`config.mk`:
```
export PLATFORM = sky130hd
export DESIGN_NAME = gpio_port_irq
export DESIGN_NICKNAME = d
export VERILOG_FILES = /design/src/rtl/gpio_port_pkg.sv /design/src/rtl/gpio_sync.sv /design/src/rtl/gpio_regs.sv /design/src/rtl/gpio_irq_merge.sv /design/src/rtl/gpio_port_irq.sv
export SDC_FILE = /design/constraint.sdc
export NUM_CORES = 1
export LEC_CHECK = 0
export BUFFER_PORTS_ARGS = -buffer_cell sky130_fd_sc_hd__buf_2
export CAP_MARGIN = 20
export CORE_ASPECT_RATIO = 1.1
export CORE_MARGIN = 2
export CORE_UTILIZATION = 42
export DETAILED_ROUTE_END_ITERATION = 8
export GPL_ROUTABILITY_DRIVEN = 0
export PLACE_DENSITY = 0.74
export SETUP_SLACK_MARGIN = 0.2
export SYNTH_ARGS = -nofsm -noshare
export SYNTH_HDL_FRONTEND = slang
export SYNTH_SLANG_ARGS = --single-unit
```
`constraint.sdc`:
```
create_clock -name clk -period 1.55 [get_ports clk]
set_input_delay 0.155 -clock clk [delete_from_list [all_inputs] [get_ports clk]]
set_output_delay 0.155 -clock clk [all_outputs]
set_load 0.02 [all_outputs]
```
`src/rtl/gpio_port_pkg.sv`:
```
// Package: shared types for the bidirectional port.
// Assumes: nothing beyond IEEE 1800-2017 packages.
package gpio_port_pkg;

    // Sensitivity of the merged interrupt detector.
    typedef enum logic {
        SENSE_EDGE       = 1'b0,
        SENSE_EDGE_LEVEL = 1'b1
    } sense_e;

endpackage

```
`src/rtl/gpio_sync.sv`:
```
// Module: gpio_sync
// A multi-bit two-flop synchronizer. Every bit is synchronized on its own;
// the output is not coherent across bits.
// Assumes: inputs are asynchronous and change slowly compared with clk.
module gpio_sync #(
    parameter int   WIDTH   = 8,
    parameter logic RST_VAL = 1'b1
) (
    input  logic             clk,
    input  logic             rst_n,
    input  logic [WIDTH-1:0] d,
    output logic [WIDTH-1:0] q
);

    logic [WIDTH-1:0] stage1;
    logic [WIDTH-1:0] stage2;

    // Two flops in series; reset to the idle level.
    always_ff @(posedge clk) begin
        if (!rst_n) begin
            stage1 <= {WIDTH{RST_VAL}};
            stage2 <= {WIDTH{RST_VAL}};
        end else begin
            stage1 <= d;
            stage2 <= stage1;
        end
    end

    assign q = stage2;

endmodule

```
`src/rtl/gpio_regs.sv`:
```
// Module: gpio_regs
// Holds the data latch and the direction register, decodes bus writes,
// forms the read data and drives the pads. The PWM pin variant is picked
// per bit by a generate branch.
// Assumes: pad_sync is already synchronized; bus writes are single cycle.
module gpio_regs #(
    parameter int                WIDTH     = 8,
    parameter int                ADDR_W    = 8,
    parameter logic [ADDR_W-1:0] DATA_ADDR = 8'h02,
    parameter logic [ADDR_W-1:0] DIR_ADDR  = 8'h06,
    parameter int                PWM_BIT   = 7
) (
    input  logic              clk,
    input  logic              rst_n,
    input  logic [ADDR_W-1:0] bus_addr,
    input  logic              bus_wr,
    input  logic [WIDTH-1:0]  bus_wdata,
    input  logic [WIDTH-1:0]  pad_sync,
    input  logic              pwm_sel,
    input  logic              pwm_in,
    output logic [WIDTH-1:0]  bus_rdata,
    output logic [WIDTH-1:0]  pad_out,
    output logic [WIDTH-1:0]  pad_oe,
    output logic [WIDTH-1:0]  dir_q
);

    logic [WIDTH-1:0] data_q;
    logic             hit_data;
    logic             hit_dir;

    assign hit_data = (bus_addr == DATA_ADDR);
    assign hit_dir  = (bus_addr == DIR_ADDR);

    // Data latch: loaded by bus writes only, untouched by reset.
    always_ff @(posedge clk) begin
        if (bus_wr && hit_data) begin
            data_q <= bus_wdata;
        end
    end

    // Direction register: cleared by reset, so all pins start as inputs.
    always_ff @(posedge clk) begin
        if (!rst_n) begin
            dir_q <= '0;
        end else if (bus_wr && hit_dir) begin
            dir_q <= bus_wdata;
        end
    end

    // Read mux: output pins return the latch, input pins return the pad.
    always_comb begin
        if (hit_data) begin
            bus_rdata = (dir_q & data_q) | (~dir_q & pad_sync);
        end else if (hit_dir) begin
            bus_rdata = dir_q;
        end else begin
            bus_rdata = '0;
        end
    end

    // Pad drive, one slice per pin; the PWM pin takes an override.
    for (genvar i = 0; i < WIDTH; i++) begin : g_pin
        if (i == PWM_BIT) begin : g_pwm
            assign pad_out[i] = pwm_sel ? pwm_in : data_q[i];
            assign pad_oe[i]  = pwm_sel | dir_q[i];
        end else begin : g_plain
            assign pad_out[i] = data_q[i];
            assign pad_oe[i]  = dir_q[i];
        end
    end

endmodule

```
`src/rtl/gpio_irq_merge.sv`:
```
// Module: gpio_irq_merge
// Picks the port pins that act as interrupt sources, ANDs them with the
// external line (all active low), detects falling edges into a pending
// flag and forms the active-low request under the selected sensitivity.
// Assumes: all line inputs are synchronized; irq_ack is a one-cycle pulse.
module gpio_irq_merge
    import gpio_port_pkg::*;
#(
    parameter int WIDTH   = 8,
    parameter int PWM_BIT = 7
) (
    input  logic             clk,
    input  logic             rst_n,
    input  logic [WIDTH-1:0] pad_sync,
    input  logic             irq_sync,
    input  logic [WIDTH-1:0] dir_q,
    input  logic [WIDTH-1:0] pullup_en,
    input  logic             pwm_sel,
    input  sense_e           mode,
    input  logic             irq_ack,
    output logic             comb_n,
    output logic             pending,
    output logic             irq_req_n
);

    logic [WIDTH-1:0] src_en;
    logic             comb_prev;
    logic             fall;

    // Source qualification per pin; the PWM pin drops out while assigned.
    for (genvar i = 0; i < WIDTH; i++) begin : g_src
        if (i == PWM_BIT) begin : g_pwm
            assign src_en[i] = pullup_en[i] & ~dir_q[i] & ~pwm_sel;
        end else begin : g_plain
            assign src_en[i] = pullup_en[i] & ~dir_q[i];
        end
    end

    // Wired-AND of the external line and every qualified pin.
    assign comb_n = irq_sync & (&(pad_sync | ~src_en));
    assign fall   = comb_prev & ~comb_n;

    // Previous merged level, idle high after reset.
    always_ff @(posedge clk) begin
        if (!rst_n) begin
            comb_prev <= 1'b1;
        end else begin
            comb_prev <= comb_n;
        end
    end

    // Pending flag: a new edge wins over an acknowledge in the same cycle.
    always_ff @(posedge clk) begin
        if (!rst_n) begin
            pending <= 1'b0;
        end else if (fall) begin
            pending <= 1'b1;
        end else if (irq_ack) begin
            pending <= 1'b0;
        end
    end

    assign irq_req_n = ~(pending | ((mode == SENSE_EDGE_LEVEL) & ~comb_n));

endmodule

```
`src/rtl/gpio_port_irq.sv`:
```
// Module: gpio_port_irq (top)
// Bidirectional 8-bit port with a data latch, a direction register,
// pullup-qualified pin interrupts merged with an external line, and a PWM
// takeover of one pin.
// Assumes: pad_in and irq_pad_n are asynchronous to clk.
module gpio_port_irq
    import gpio_port_pkg::*;
#(
    parameter int                WIDTH     = 8,
    parameter int                ADDR_W    = 8,
    parameter logic [ADDR_W-1:0] DATA_ADDR = 8'h02,
    parameter logic [ADDR_W-1:0] DIR_ADDR  = 8'h06,
    parameter int                PWM_BIT   = 7
) (
    input  logic              clk,
    input  logic              rst_n,
    input  logic [ADDR_W-1:0] bus_addr,
    input  logic              bus_wr,
    input  logic [WIDTH-1:0]  bus_wdata,
    output logic [WIDTH-1:0]  bus_rdata,
    input  logic [WIDTH-1:0]  pad_in,
    output logic [WIDTH-1:0]  pad_out,
    output logic [WIDTH-1:0]  pad_oe,
    input  logic [WIDTH-1:0]  pullup_en,
    input  logic              pwm_sel,
    input  logic              pwm_in,
    input  logic              irq_pad_n,
    input  logic              edge_level_mode,
    input  logic              irq_ack,
    output logic              irq_req_n
);

    localparam int SYNC_W = WIDTH + 1;

    logic [SYNC_W-1:0] sync_q;
    logic [WIDTH-1:0]  pad_sync;
    logic              irq_sync;
    logic [WIDTH-1:0]  dir_q;
    logic              comb_n;
    logic              pending;

    // One synchronizer for the pads and the external line together.
    gpio_sync #(
        .WIDTH   (SYNC_W),
        .RST_VAL (1'b1)
    ) u_sync (
        .clk   (clk),
        .rst_n (rst_n),
        .d     ({irq_pad_n, pad_in}),
        .q     (sync_q)
    );

    assign pad_sync = sync_q[WIDTH-1:0];
    assign irq_sync = sync_q[WIDTH];

    gpio_regs #(
        .WIDTH     (WIDTH),
        .ADDR_W    (ADDR_W),
        .DATA_ADDR (DATA_ADDR),
        .DIR_ADDR  (DIR_ADDR),
        .PWM_BIT   (PWM_BIT)
    ) u_regs (
        .clk       (clk),
        .rst_n     (rst_n),
        .bus_addr  (bus_addr),
        .bus_wr    (bus_wr),
        .bus_wdata (bus_wdata),
        .pad_sync  (pad_sync),
        .pwm_sel   (pwm_sel),
        .pwm_in    (pwm_in),
        .bus_rdata (bus_rdata),
        .pad_out   (pad_out),
        .pad_oe    (pad_oe),
        .dir_q     (dir_q)
    );

    gpio_irq_merge #(
        .WIDTH   (WIDTH),
        .PWM_BIT (PWM_BIT)
    ) u_irq (
        .clk       (clk),
        .rst_n     (rst_n),
        .pad_sync  (pad_sync),
        .irq_sync  (irq_sync),
        .dir_q     (dir_q),
        .pullup_en (pullup_en),
        .pwm_sel   (pwm_sel),
        .mode      (sense_e'(edge_level_mode)),
        .irq_ack   (irq_ack),
        .comb_n    (comb_n),
        .pending   (pending),
        .irq_req_n (irq_req_n)
    );

endmodule

```
==> results.json <==
{
  "maxUsedRoutingLayer": "met4",
  "port_buffers": 64,
  "worstPathArrival_ns": 1.39,
  "synthCells": 151,
  "path_class": "flip-flop to output port",
  "hold_buffers": 0,
  "drcViolationCount": 0,
  "power_density_nw_per_um2": 768.3,
  "syn_area_um2": 1556,
  "die_w_um": 62.05,
  "core_um2": 3597,
  "clkTransAtPathRegs_ns": 0.06,
  "route.met2.wl_um": 1990,
  "ir_drop_uv": 666.1,
  "startpoint_type": "flip-flop",
  "seq_area_frac_synth": 0.5145,
  "fmax_mhz": 646.0,
  "fin_crit_sh": 0.9986,
  "maxCapViolations": 0,
  "ys_types": 30,
  "maxSlewHeadroom": 0.7313,
  "area_growth_syn_to_layout_pct": 54.98,
  "r2r_slack_ns": 0.39,
  "hp-class": "primary input to flip-flop",
  "grt_usage": 0.1716,
  "vias": 1321,
  "initial_core_util": 0.4327,
  "syn_nets": 191,
  "status": "finished clean",
  "nets": 261,
  "grt_overflow": 0,
  "vias_per_cell": 4.857,
  "avgSynthCellArea_um2": 10.31,
  "final_hold_viol_count": 0,
  "grt_start_max_net_pins": 20,
  "power_leakage_nw": 1.087,
  "htreeDepth": 2,
  "final_area_um2": 2412,
  "power.total_mw": 1.853,
  "antenna_found_initial": 0,
  "ant_nets": 0,
  "ios": 65,
  "ys_ff_latch": 36,
  "final-setup-viol-count": 0,
  "drt-wirelength-per-cell_um": 13.76,
  "cts-buffers-inserted": 5,
  "rows": 23,
  "wl_met3_um": 205,
  "cp.required_ns": 1.39,
  "cts_tree": "yes",
  "layout_min_cycle_time_ns": 1.548,
  "worstMarginPinSlew_ns": 0.4000,
  "postPlaceCellArea_um2": 2049,
  "finClkSkew_ns": 0.005565,
  "yosys_warnings": 0,
  "clk-insertion-delay-late_ns": 0.27,
  "cts_buffer_depth": 2,
  "die_h_um": 67.85,
  "slew_violations": 0,
  "place_hpwl_um": 2710,
  "firstDrtPassIters": 4,
  "diodes": 0,
  "grt_first_pass_wirelength_um": 5175,
  "clockRootBuffer": "clkbuf_8",
  "grt_pass1_vias": 1166,
  "met1_length_um": 1488,
  "drt_iter0_drc": 43,
  "drt_wl_total_um": 3744,
  "crit_path_max_fanout": 2,
  "drive_above_1_share": 0.5586,
  "clock-sinks": 36,
  "die_area_um2": 4209,
  "cp-end-kind": "output port",
  "rsz0062_at_grt": "yes"
}
flip-flops by register name, indices dropped and copies added, names as in the netlist:
signal           flops
u_irq.comb_prev      1
u_irq.pending        1
u_regs.data_q        8
u_regs.dir_q         8
u_sync.q             9
u_sync.stage1        9
Yosys cell counts:
cell / n / area [um2]
inv_1: 12 / 45.04
and4_1: 1 / 8.760
nand2b_1: 18 / 112.6
nor2b_1: 1 / 6.260
buf_6: 1 / 11.26
o31ai_1: 8 / 60.06
mux2i_1: 8 / 80.08
buf_1: 1 / 3.750
nand2_1: 16 / 60.06
a22oi_1: 1 / 7.510
edfxtp_1: 8 / 240.2
nand3b_2: 1 / 11.26
a31o_2: 1 / 8.760
nor4_4: 1 / 21.27
o2111ai_1: 8 / 70.07
nor2_1: 5 / 18.77
or2_2: 1 / 6.260
o21ai_0: 1 / 5.000
nor3b_2: 1 / 12.51
buf_4: 14 / 105.1
nor3b_1: 4 / 30.03
nor4b_1: 1 / 8.760
dfxtp_1: 28 / 560.5
nor4_1: 1 / 6.260
a2111oi_0: 1 / 8.760
nor3_1: 1 / 5.000
mux2_2: 1 / 11.26
clkbuf_1: 4 / 15.01
a41o_1: 1 / 10.01
a31oi_1: 1 / 6.260
where the power goes:
group	total, mW	internal (mW)	switching (mW)
sequential	0.995	0.984	0.0110
clock	0.651	0.362	0.290
combinational	0.207	0.105	0.102
total	1.85	1.45	0.402
path summary, 6_finish.rpt:
path	end	start	cells after the start
worst max-delay path	irq_req_n	u_sync.q[1]	4
worst min-delay path	u_sync.stage1[8]	irq_pad_n	2
worst max register to register	u_irq.pending	u_sync.q[1]	4
worst min register to register	u_sync.q[5]	u_sync.stage1[5]	1
cell usage in the layout (no fill, tap or decap), types with 2 or more instances in the layout:
cell type	n
buf_2	52
buf_4	12
buf_6	16
buf_8	3
clkbuf_1	2
clkbuf_8	6
dfxtp_1	22
dfxtp_2	5
edfxtp_1	8
inv_1	12
mux2i_1	8
nand2_1	16
nand2b_1	18
nor2_1	3
nor3b_2	3
o2111ai_1	3
o2111ai_2	3
o2111ai_4	2
o31ai_4	8
kinds of logic (layout without fill, tap and decap cells):
logic type | after synthesis | in the layout | share of synthesized area
simple gates | 52 | 52 | 0.1978
flops | 36 | 36 | 0.5145
buf+inv | 32 | 103 | 0.1157
compound gates | 22 | 22 | 0.1134
mux | 9 | 9 | 0.05868
metrics by stage:
| stage | TNS [ns] | hold slack, ns | utilization | worst slack (ns) | cells |
|---|---|---|---|---|---|
| 2_1_floorplan | 0 | 0.2539 | - | 0.04659 | 151 |
| 3_3_place_gp | 0 | 0.3360 | 0.5697 | 0.003749 | 259 |
| 3_5_place_dp | -0.8165 | 0.3384 | 0.5697 | -0.05458 | 259 |
| 4_1_cts | 0 | 0.05162 | 0.6442 | 0.006181 | 269 |
| 5_1_grt | -0.07290 | 0.05189 | 0.6706 | -0.07290 | 272 |
| 6_report | 0 | 0.05797 | 0.6706 | 0.002104 | 272 |
final cells by class:
class,count,area [um2]
fill,269,1185
multi-input combinational,83,828.3
sequential,36,810.8
timing repair buffer,83,575.6
clock buffer,8,90.09
tap,50,62.56
inverter,12,45.04
what timing repair did:
item                       CTS  global route
setup buffers                2             2
setup endpoints to repair   10            12
gates resized for setup     41            17
pin swaps                   14             5
cloned                       0             1
worst max-delay path, cell delays in order (launching register included):
cell	delay, ns
dfxtp_2	0.34
nor3b_2	0.05
a2111oi_4	0.39
a41o_1	0.23
buf_6	0.12
per-layer routing:
layer  vias to the layer above  global-route usage
met5                         -                   0
met4                         0             0.06649
met3                         5             0.04537
met2                        61              0.3073
met1                       601              0.1882
li1                        654                   -
Power figures use the tool's default switching activity.
